`config.mk`:
```
export PLATFORM = sky130hd
export DESIGN_NAME = brt_xfer_ctrl
export DESIGN_NICKNAME = d
export VERILOG_FILES = /design/src/rtl/brt_pkg.sv /design/src/rtl/brt_ustore.sv /design/src/rtl/brt_seq.sv /design/src/rtl/brt_wport.sv /design/src/rtl/brt_xfer_ctrl.sv
export SDC_FILE = /design/constraint.sdc
export NUM_CORES = 1
export LEC_CHECK = 0
export BUFFER_PORTS_ARGS = -buffer_cell sky130_fd_sc_hd__buf_2
export CAP_MARGIN = 25
export CORE_ASPECT_RATIO = 1.75
export CORE_MARGIN = 2
export CORE_UTILIZATION = 30
export DETAILED_ROUTE_END_ITERATION = 8
export PLACE_DENSITY = 0.55
export SYNTH_ARGS = -nofsm -noshare
export SYNTH_HDL_FRONTEND = slang
export SYNTH_SLANG_ARGS = --single-unit
```
`constraint.sdc`:
```
create_clock -name clk -period 7.35 [get_ports clk]
set_clock_uncertainty 0.2 [all_clocks]
set_input_delay 1.47 -clock clk [delete_from_list [all_inputs] [get_ports clk]]
set_output_delay 1.47 -clock clk [all_outputs]
set_load 0.01 [all_outputs]
```
`src/rtl/brt_pkg.sv`:
```
package brt_pkg;
   typedef enum logic [1:0] {
      OP_NOP  = 2'd0,
      OP_MOVE = 2'd1,
      OP_SEND = 2'd2,
      OP_HALT = 2'd3
   } brt_op_e;
endpackage

```
`src/rtl/brt_ustore.sv`:
```
module brt_ustore #(
   parameter int WORD_W = 21,
   parameter int DEPTH  = 16,
   localparam int AW    = $clog2(DEPTH)
) (
   input  logic              clk,
   input  logic              we,
   input  logic [AW-1:0]     waddr,
   input  logic [WORD_W-1:0] wdata,
   input  logic [AW-1:0]     raddr,
   output logic [WORD_W-1:0] rdata
);
   logic [WORD_W-1:0] mem [DEPTH];

   always_ff @(posedge clk) begin
      if (we) mem[waddr] <= wdata;
   end

   assign rdata = mem[raddr];
endmodule

```
`src/rtl/brt_seq.sv`:
```
module brt_seq
   import brt_pkg::*;
#(
   parameter int PC_W = 4
) (
   input  logic            clk,
   input  logic            rst_n,
   input  logic            run,
   input  brt_op_e         op,
   input  logic            stall,
   input  logic            tx_ready,
   input  logic            br_en,
   input  logic            cond,
   input  logic [PC_W-1:0] br_tgt,
   input  logic [PC_W-1:0] nxt,
   output logic [PC_W-1:0] pc
);
   logic hold;
   logic [PC_W-1:0] pc_next;

   always_comb begin
      hold    = (op == OP_HALT) || stall || ((op == OP_SEND) && !tx_ready);
      pc_next = (br_en && cond) ? br_tgt : nxt;
   end

   always_ff @(posedge clk) begin
      if (!rst_n)             pc <= '0;
      else if (run && !hold)  pc <= pc_next;
   end

   AST_STALL_FREEZE: assert property (@(posedge clk) disable iff (!rst_n)
      (run && stall) |=> (pc == $past(pc)));
   AST_SEND_WAIT: assert property (@(posedge clk) disable iff (!rst_n)
      (run && op == OP_SEND && !tx_ready) |=> (pc == $past(pc)));
   AST_IDLE_HOLD: assert property (@(posedge clk) disable iff (!rst_n)
      !run |=> $stable(pc));
endmodule

```
`src/rtl/brt_wport.sv`:
```
module brt_wport #(
   parameter int NUM_BANKS = 4,
   parameter int IDX_W     = 3,
   parameter int DATA_W    = 32,
   localparam int BANK_W   = $clog2(NUM_BANKS)
) (
   input  logic                        clk,
   input  logic                        rst_n,
   input  logic                        rx_valid,
   input  logic [BANK_W-1:0]           rx_bank,
   input  logic [IDX_W-1:0]            rx_idx,
   input  logic [DATA_W-1:0]           rx_data,
   input  logic                        mv_valid,
   input  logic [BANK_W-1:0]           mv_bank,
   input  logic [IDX_W-1:0]            mv_idx,
   input  logic [DATA_W-1:0]           mv_data,
   output logic [NUM_BANKS-1:0]        wr_en,
   output logic [NUM_BANKS*IDX_W-1:0]  wr_idx,
   output logic [NUM_BANKS*DATA_W-1:0] wr_data,
   output logic                        stall
);
   logic [NUM_BANKS-1:0] clash;

   for (genvar b = 0; b < NUM_BANKS; b++) begin : g_bank
      logic rx_hit, mv_hit;
      assign rx_hit = rx_valid && (rx_bank == BANK_W'(b));
      assign mv_hit = mv_valid && (mv_bank == BANK_W'(b));
      assign clash[b] = rx_hit && mv_hit;
      assign wr_en[b] = rx_hit || mv_hit;
      assign wr_idx[b*IDX_W +: IDX_W]    = rx_hit ? rx_idx  : mv_idx;
      assign wr_data[b*DATA_W +: DATA_W] = rx_hit ? rx_data : mv_data;
   end

   assign stall = |clash;

   AST_RX_LANDS: assert property (@(posedge clk) disable iff (!rst_n)
      rx_valid |-> wr_en[rx_bank]);
   AST_STALL_CAUSE: assert property (@(posedge clk) disable iff (!rst_n)
      stall |-> (rx_valid && mv_valid && rx_bank == mv_bank));
   AST_PARALLEL: assert property (@(posedge clk) disable iff (!rst_n)
      (rx_valid && mv_valid && rx_bank != mv_bank)
         |-> (!stall && $countones(wr_en) == 2));
endmodule

```
`src/rtl/brt_xfer_ctrl.sv`:
```
module brt_xfer_ctrl
   import brt_pkg::*;
#(
   parameter int DATA_W      = 32,
   parameter int NUM_BANKS   = 4,
   parameter int BANK_DEPTH  = 8,
   parameter int UCODE_DEPTH = 16,
   localparam int BANK_W = $clog2(NUM_BANKS),
   localparam int IDX_W  = $clog2(BANK_DEPTH),
   localparam int REG_W  = BANK_W + IDX_W,
   localparam int PC_W   = $clog2(UCODE_DEPTH),
   localparam int UW     = 2 + 2*REG_W + 1 + 2*PC_W
) (
   input  logic                        clk,
   input  logic                        rst_n,
   input  logic                        ucode_we,
   input  logic [PC_W-1:0]             ucode_addr,
   input  logic [UW-1:0]               ucode_wdata,
   input  logic                        seq_run,
   input  logic                        cond_flag,
   output logic [NUM_BANKS-1:0]        bank_rd_en,
   output logic [NUM_BANKS*IDX_W-1:0]  bank_rd_idx,
   input  logic [NUM_BANKS*DATA_W-1:0] bank_rd_data,
   output logic [NUM_BANKS-1:0]        bank_wr_en,
   output logic [NUM_BANKS*IDX_W-1:0]  bank_wr_idx,
   output logic [NUM_BANKS*DATA_W-1:0] bank_wr_data,
   input  logic                        rx_valid,
   input  logic [REG_W-1:0]            rx_reg,
   input  logic [DATA_W-1:0]           rx_data,
   output logic                        tx_valid,
   input  logic                        tx_ready,
   output logic [REG_W-1:0]            tx_reg,
   output logic [DATA_W-1:0]           tx_data,
   output logic                        cluster_stall
);
   // field offsets, LSB upward
   localparam int F_NXT  = 0;
   localparam int F_BRT  = F_NXT + PC_W;
   localparam int F_BRE  = F_BRT + PC_W;
   localparam int F_DIDX = F_BRE + 1;
   localparam int F_DBNK = F_DIDX + IDX_W;
   localparam int F_SIDX = F_DBNK + BANK_W;
   localparam int F_SBNK = F_SIDX + IDX_W;
   localparam int F_OP   = F_SBNK + BANK_W;

   if (NUM_BANKS < 2 || (NUM_BANKS & (NUM_BANKS - 1)) != 0) begin : g_bad_banks
      $error("NUM_BANKS must be a power of two, at least 2");
   end
   if (BANK_DEPTH < 2 || (BANK_DEPTH & (BANK_DEPTH - 1)) != 0) begin : g_bad_depth
      $error("BANK_DEPTH must be a power of two, at least 2");
   end
   if (UCODE_DEPTH < 2 || (UCODE_DEPTH & (UCODE_DEPTH - 1)) != 0) begin : g_bad_ucode
      $error("UCODE_DEPTH must be a power of two, at least 2");
   end

   logic [PC_W-1:0]   pc;
   logic [UW-1:0]     uword;
   brt_op_e           op;
   logic [BANK_W-1:0] src_bank, dst_bank;
   logic [IDX_W-1:0]  src_idx, dst_idx;
   logic              br_en;
   logic [PC_W-1:0]   br_tgt, nxt;
   logic [DATA_W-1:0] src_data;
   logic              mv_valid;

   brt_ustore #(.WORD_W(UW), .DEPTH(UCODE_DEPTH)) u_store (
      .clk(clk), .we(ucode_we), .waddr(ucode_addr), .wdata(ucode_wdata),
      .raddr(pc), .rdata(uword)
   );

   assign op       = brt_op_e'(uword[F_OP +: 2]);
   assign src_bank = uword[F_SBNK +: BANK_W];
   assign src_idx  = uword[F_SIDX +: IDX_W];
   assign dst_bank = uword[F_DBNK +: BANK_W];
   assign dst_idx  = uword[F_DIDX +: IDX_W];
   assign br_en    = uword[F_BRE];
   assign br_tgt   = uword[F_BRT +: PC_W];
   assign nxt      = uword[F_NXT +: PC_W];

   assign src_data = bank_rd_data[src_bank*DATA_W +: DATA_W];
   assign mv_valid = seq_run && (op == OP_MOVE);

   for (genvar b = 0; b < NUM_BANKS; b++) begin : g_rd
      assign bank_rd_en[b] = seq_run && (op == OP_MOVE || op == OP_SEND)
                             && (src_bank == BANK_W'(b));
      assign bank_rd_idx[b*IDX_W +: IDX_W] = src_idx;
   end

   assign tx_valid = seq_run && (op == OP_SEND);
   assign tx_reg   = {dst_bank, dst_idx};
   assign tx_data  = src_data;

   brt_wport #(.NUM_BANKS(NUM_BANKS), .IDX_W(IDX_W), .DATA_W(DATA_W)) u_wport (
      .clk(clk), .rst_n(rst_n),
      .rx_valid(rx_valid), .rx_bank(rx_reg[REG_W-1 -: BANK_W]),
      .rx_idx(rx_reg[IDX_W-1:0]), .rx_data(rx_data),
      .mv_valid(mv_valid), .mv_bank(dst_bank), .mv_idx(dst_idx), .mv_data(src_data),
      .wr_en(bank_wr_en), .wr_idx(bank_wr_idx), .wr_data(bank_wr_data),
      .stall(cluster_stall)
   );

   brt_seq #(.PC_W(PC_W)) u_seq (
      .clk(clk), .rst_n(rst_n), .run(seq_run), .op(op), .stall(cluster_stall),
      .tx_ready(tx_ready), .br_en(br_en), .cond(cond_flag),
      .br_tgt(br_tgt), .nxt(nxt), .pc(pc)
   );

   AST_ONE_READ: assert property (@(posedge clk) disable iff (!rst_n)
      $onehot0(bank_rd_en));
   AST_QUIET_IDLE: assert property (@(posedge clk) disable iff (!rst_n)
      !seq_run |-> (!tx_valid && bank_rd_en == '0));
endmodule

```
# ---- After elaboration in Yosys (flattened, before gate mapping)
# Memories as Yosys holds them, arrays and structs flattened. A register that Yosys moved wholly into a read port is not among the register bits.
# Cells that the tools add are included.
dict set report classes {
  n_mux 13
  shift 1
  reduce_logical 35
  eq_ne 12
}
# cell n
set ops {}
lappend ops {{two-way mux 32 bit} 4}
lappend ops {{indexed part select 128 x 8 -> 32 bit} 1}
lappend ops {{logical AND 1 bit} 22}
lappend ops {{equality test 2 bit, second input constant} 8}
lappend ops {{two-way mux 3 bit} 4}
lappend ops {{two-way mux 4 bit} 3}
lappend ops {{equality test 2 x 1 -> 1 bit, second input constant} 4}
lappend ops {{logical OR 1 bit} 7}
lappend ops {{logical NOT 2 bit} 3}
lappend ops {{OR reduction 4 bit} 1}
lappend ops {{logical NOT 1 bit} 2}
lappend ops {{two-way mux 1 bit} 2}
dict set report totals {
  output_inout_bits 199
  elab_cells 63
  reg_bits 4
  mem_bits_rw 336
  input_bits 197
  n_memories 1
}
# name words width rd rd_ports_with_merged_regs wr line
set mem_list {}
lappend mem_list {u_store.mem 16 21 1 1 1 brt_ustore.sv:13} ;# logic [WORD_W-1:0] mem [DEPTH];

# ---- Depth between registers and ports, before layout
dict set report logic_depth {
  word_depth 11
  ltp_mapped 14
  ltp_nobuf 8
}

# ---- Hierarchy
# Synthesis repeated with hierarchy kept, for this count alone.
dict set report unflattened {
  hier_cells 791
  hier_area_um2 16144.2
}
# module cells_each area_per_inst_um2 n_inst seq_area_each_um2
set modules_own_cells {}
lappend modules_own_cells {brt_ustore 536 12857.3 1 10089.7}
lappend modules_own_cells {brt_wport 171 2084.5 1 0.0}
lappend modules_own_cells {brt_xfer_ctrl 59 969.7 1 0.0}
lappend modules_own_cells {brt_seq 25 232.7 1 80.1}

# ---- Least setup slack after synthesis
# No wires, ideal clock.
dict set report synth_path {
  path_kind {reg-to-output}
  start {register with a tool-made name}
  end {output bank_rd_en[0]}
  stages_incl_launch_ff 12
  slack_ns 2.528
  t_required_ns 5.680
  arrival_ns 3.152
  path_buffers 5
  path_cell_list {dfxtp_1 -> buf_6 -> buf_6 -> buf_6 -> buf_6 -> buf_2 -> mux4_2 -> mux4_2 -> inv_1 -> ha_1 -> or3b_1 -> nor2b_1}
}
# element line
set synth_rtl {}
lappend synth_rtl {{end: declaration} brt_xfer_ctrl.sv:21} ;# output logic [NUM_BANKS-1:0] bank_rd_en,

==> metrics.cfg <==
[status]
status = finished, final reports clean

[place]
placed_area_um2 = 19000
gp_congestion = 0.881
hpwl_um = 40300
io_buffers = 395
dp_slack_ns = 1.82
dp_cells = 2073

[synthesis]
synth.area.mux_share_pct = 18.5
synth_xor_xnor_area_share_pct = 0.107
avgSynthCellArea_um2 = 15.3
yosysMostFrequentCell = edfxtp_1
synthArstFlopShare_pct = 0
synth_edf_count = 336
yosysTopAreaCell = edfxtp_1
ys_seq_area_share_pct = 62.4
ys_ff_latch = 344
synth-simple-area-share_pct = 3.00
synth_fa_ha_area_share_pct = 0.229
synthTopCellsByCount = edfxtp_1 (336), a31oi_1 (129), o22ai_1 (128), mux4_2 (88), clkbuf_1 (57)
ys_types = 39
yosys-top-cells-area = edfxtp_1 (61%), mux4_2 (12%), a31oi_1 (4.9%)
synth_compound_area_share_pct = 12.4
synth.cell_area_um2 = 16400
synth_top_family_by_area = multiplexers
synth_top_cell_area_share_pct = 61.4
syn_nets = 1275
ys.flop_type = edfxtp_1
syn_inst = 1075
synth_warnings = 0

[critical_path]
arrival_ns = 4.38
path_max_fanout = 108
r2r_slack_ns = 2.93
endpoint_kind = output port
r2r_cells = 9
crit_path_start_kind = flip-flop
path_class = reg2out
critPathRequiredTime_ns = 5.68

[layout]
final_cells = 2126
syn2layout_area_growth_pct = 21.1
nNetsFinal = 1613
drive_gt1_share_pct = 42.9
fin_area_um2 = 19900

[clock_network]
numCtsBuffers = 26
postCtsHoldBufs = 0
post_cts_resized = 0
cts.path.max_buffers = 3
clock_sinks = 344
clk_pin_slew_worst_paths_ns = 0.07
cts_root_buf = clkbuf_16
postCtsSetupBuffers = 0
clk_latency_ns = 0.56
htree_levels = 1
tritoncts = built

[detailed_routing]
ant_nets = 0
drt_first_iter_violations = 762
viasPerCell = 5.62
wirelength_um = 57200
drc_errors = 0
routedWlPerCell_um = 26.9
vias = 11900
first_pass_iters = 7

[timing]
rsz0062_at_grt = false
min_period_ns = 6.05
fin_crit_sh_pct = 82.2
tightest_slew_ns = 1.06
slew_viol_final = 0
slew_headroom_pct = 29.4
fin_tns_setup_ns = 0
setup_viol = 0
max_freq_mhz = 165
layout_setup_ws_ns = 1.30
final-hold-violation-count = 0

[grt]
overflow = 0
grt_pass1_vias = 11800
grt_usage_pct = 19.5
grt_max_degree = 109
antenna_found_initial = 15
grt_pass1_wl_um = 81600

[floorplan]
placementRows = 113
start_util_pct = 30.3
fp.dieH_um = 314
core_area_um2 = 54200
num_io_pins = 396
die_w_um = 181
die_area_um2 = 56700

[worst_hold_path]
holdPathStages = 2
holdCritPathClass = reg2reg
min_from = u_seq.pc[0]

[pwr]
p_per_area_nw_per_um2 = 434
power_leakage_uw = 0.00680
ir_drop_uv = 281

[flow_run]
cap_violations = 0

## power breakdown
part	switching (uW)	internal, uW	total (uW)
logic	3000	1960	4960
registers	90.1	2210	2300
clock network	665	707	1370
## per-layer routing
metal / part of all wire [%] / vias up / global-route usage (%)
met5: 0.075 / - / 0
met4: 3.3 / 8 / 6.62
met2: 50 / 669 / 34.5
met1: 38 / 5988 / 23.2
met3: 8.8 / 90 / 4.45
li1: - / 5187 / -
## layout make-up
cell class                 instances  area [um2]
multi-input combinational        620        5780
antenna                            6        15.0
clock buffer                      32         694
clock inverter                    13        92.6
inverter                           4        15.0
timing repair buffer             417        2170
sequential                       344       10300
tap                              690         863
fill                            5199       34300
## logic make-up after synthesis
kind of cell               after synthesis
buffers and inverters                  111
muxes                                  188
adders and majority gates                3
AOI/OAI and AO/OA                      324
and+or+nand+nor                        103
xor gates and xnor gates                 2
DFF                                    344
## registers in the layout, summed over array words and instances (netlist names), named ones only
name	flops
u_seq.pc	4
u_store.mem	336
## critical path, stage by stage, from the launching register on
cell and delay, ns:
dfxtp_4 0.69, mux4_2 0.56, mux2i_1 0.22, mux2_8 0.57
nand2b_2 0.81, o22ai_1 0.19, a31oi_1 0.41, buf_2 0.22
## worst max-delay path by stage
stage                        to       from  slack (ns)
3_3_place_gp   bank_wr_data[79]   rx_valid        1.79
6_report       bank_wr_data[79]  flip-flop        1.30
4_1_cts           bank_rd_en[0]  flip-flop        1.22
2_1_floorplan     bank_rd_en[0]  flip-flop        2.53
5_1_grt        bank_wr_data[39]  flip-flop        0.97
3_5_place_dp      bank_rd_en[0]  flip-flop        1.82
## through the flow
stage / util, % / total power, uW / hold slack [ns]
final: 36.7 / 8630 / 0.273
after global routing: 36.7 / 9090 / 0.301
after CTS: 36.6 / 8670 / 0.280
after detailed placement: 35.2 / 7310 / 0.264
after global placement: 35.2 / 7280 / 0.247
after floorplan: - / 5470 / 0.246
## placed cells by master (no fill, tap or decap), types with 6 or more instances in the layout
| master | count |
|---|---|
| buf_4 | 20 |
| clkbuf_16 | 27 |
| mux2_2 | 45 |
| buf_2 | 395 |
| o22ai_1 | 128 |
| nor2_4 | 12 |
| diode_2 | 6 |
| mux2i_1 | 53 |
| a31oi_1 | 129 |
| nor2b_1 | 9 |
| a21oi_1 | 36 |
| nor2_1 | 36 |
| mux4_2 | 87 |
| a22o_1 | 8 |
| nand2_1 | 11 |
| a221oi_1 | 8 |
| edfxtp_1 | 336 |
Power figures use the tool's default switching activity.
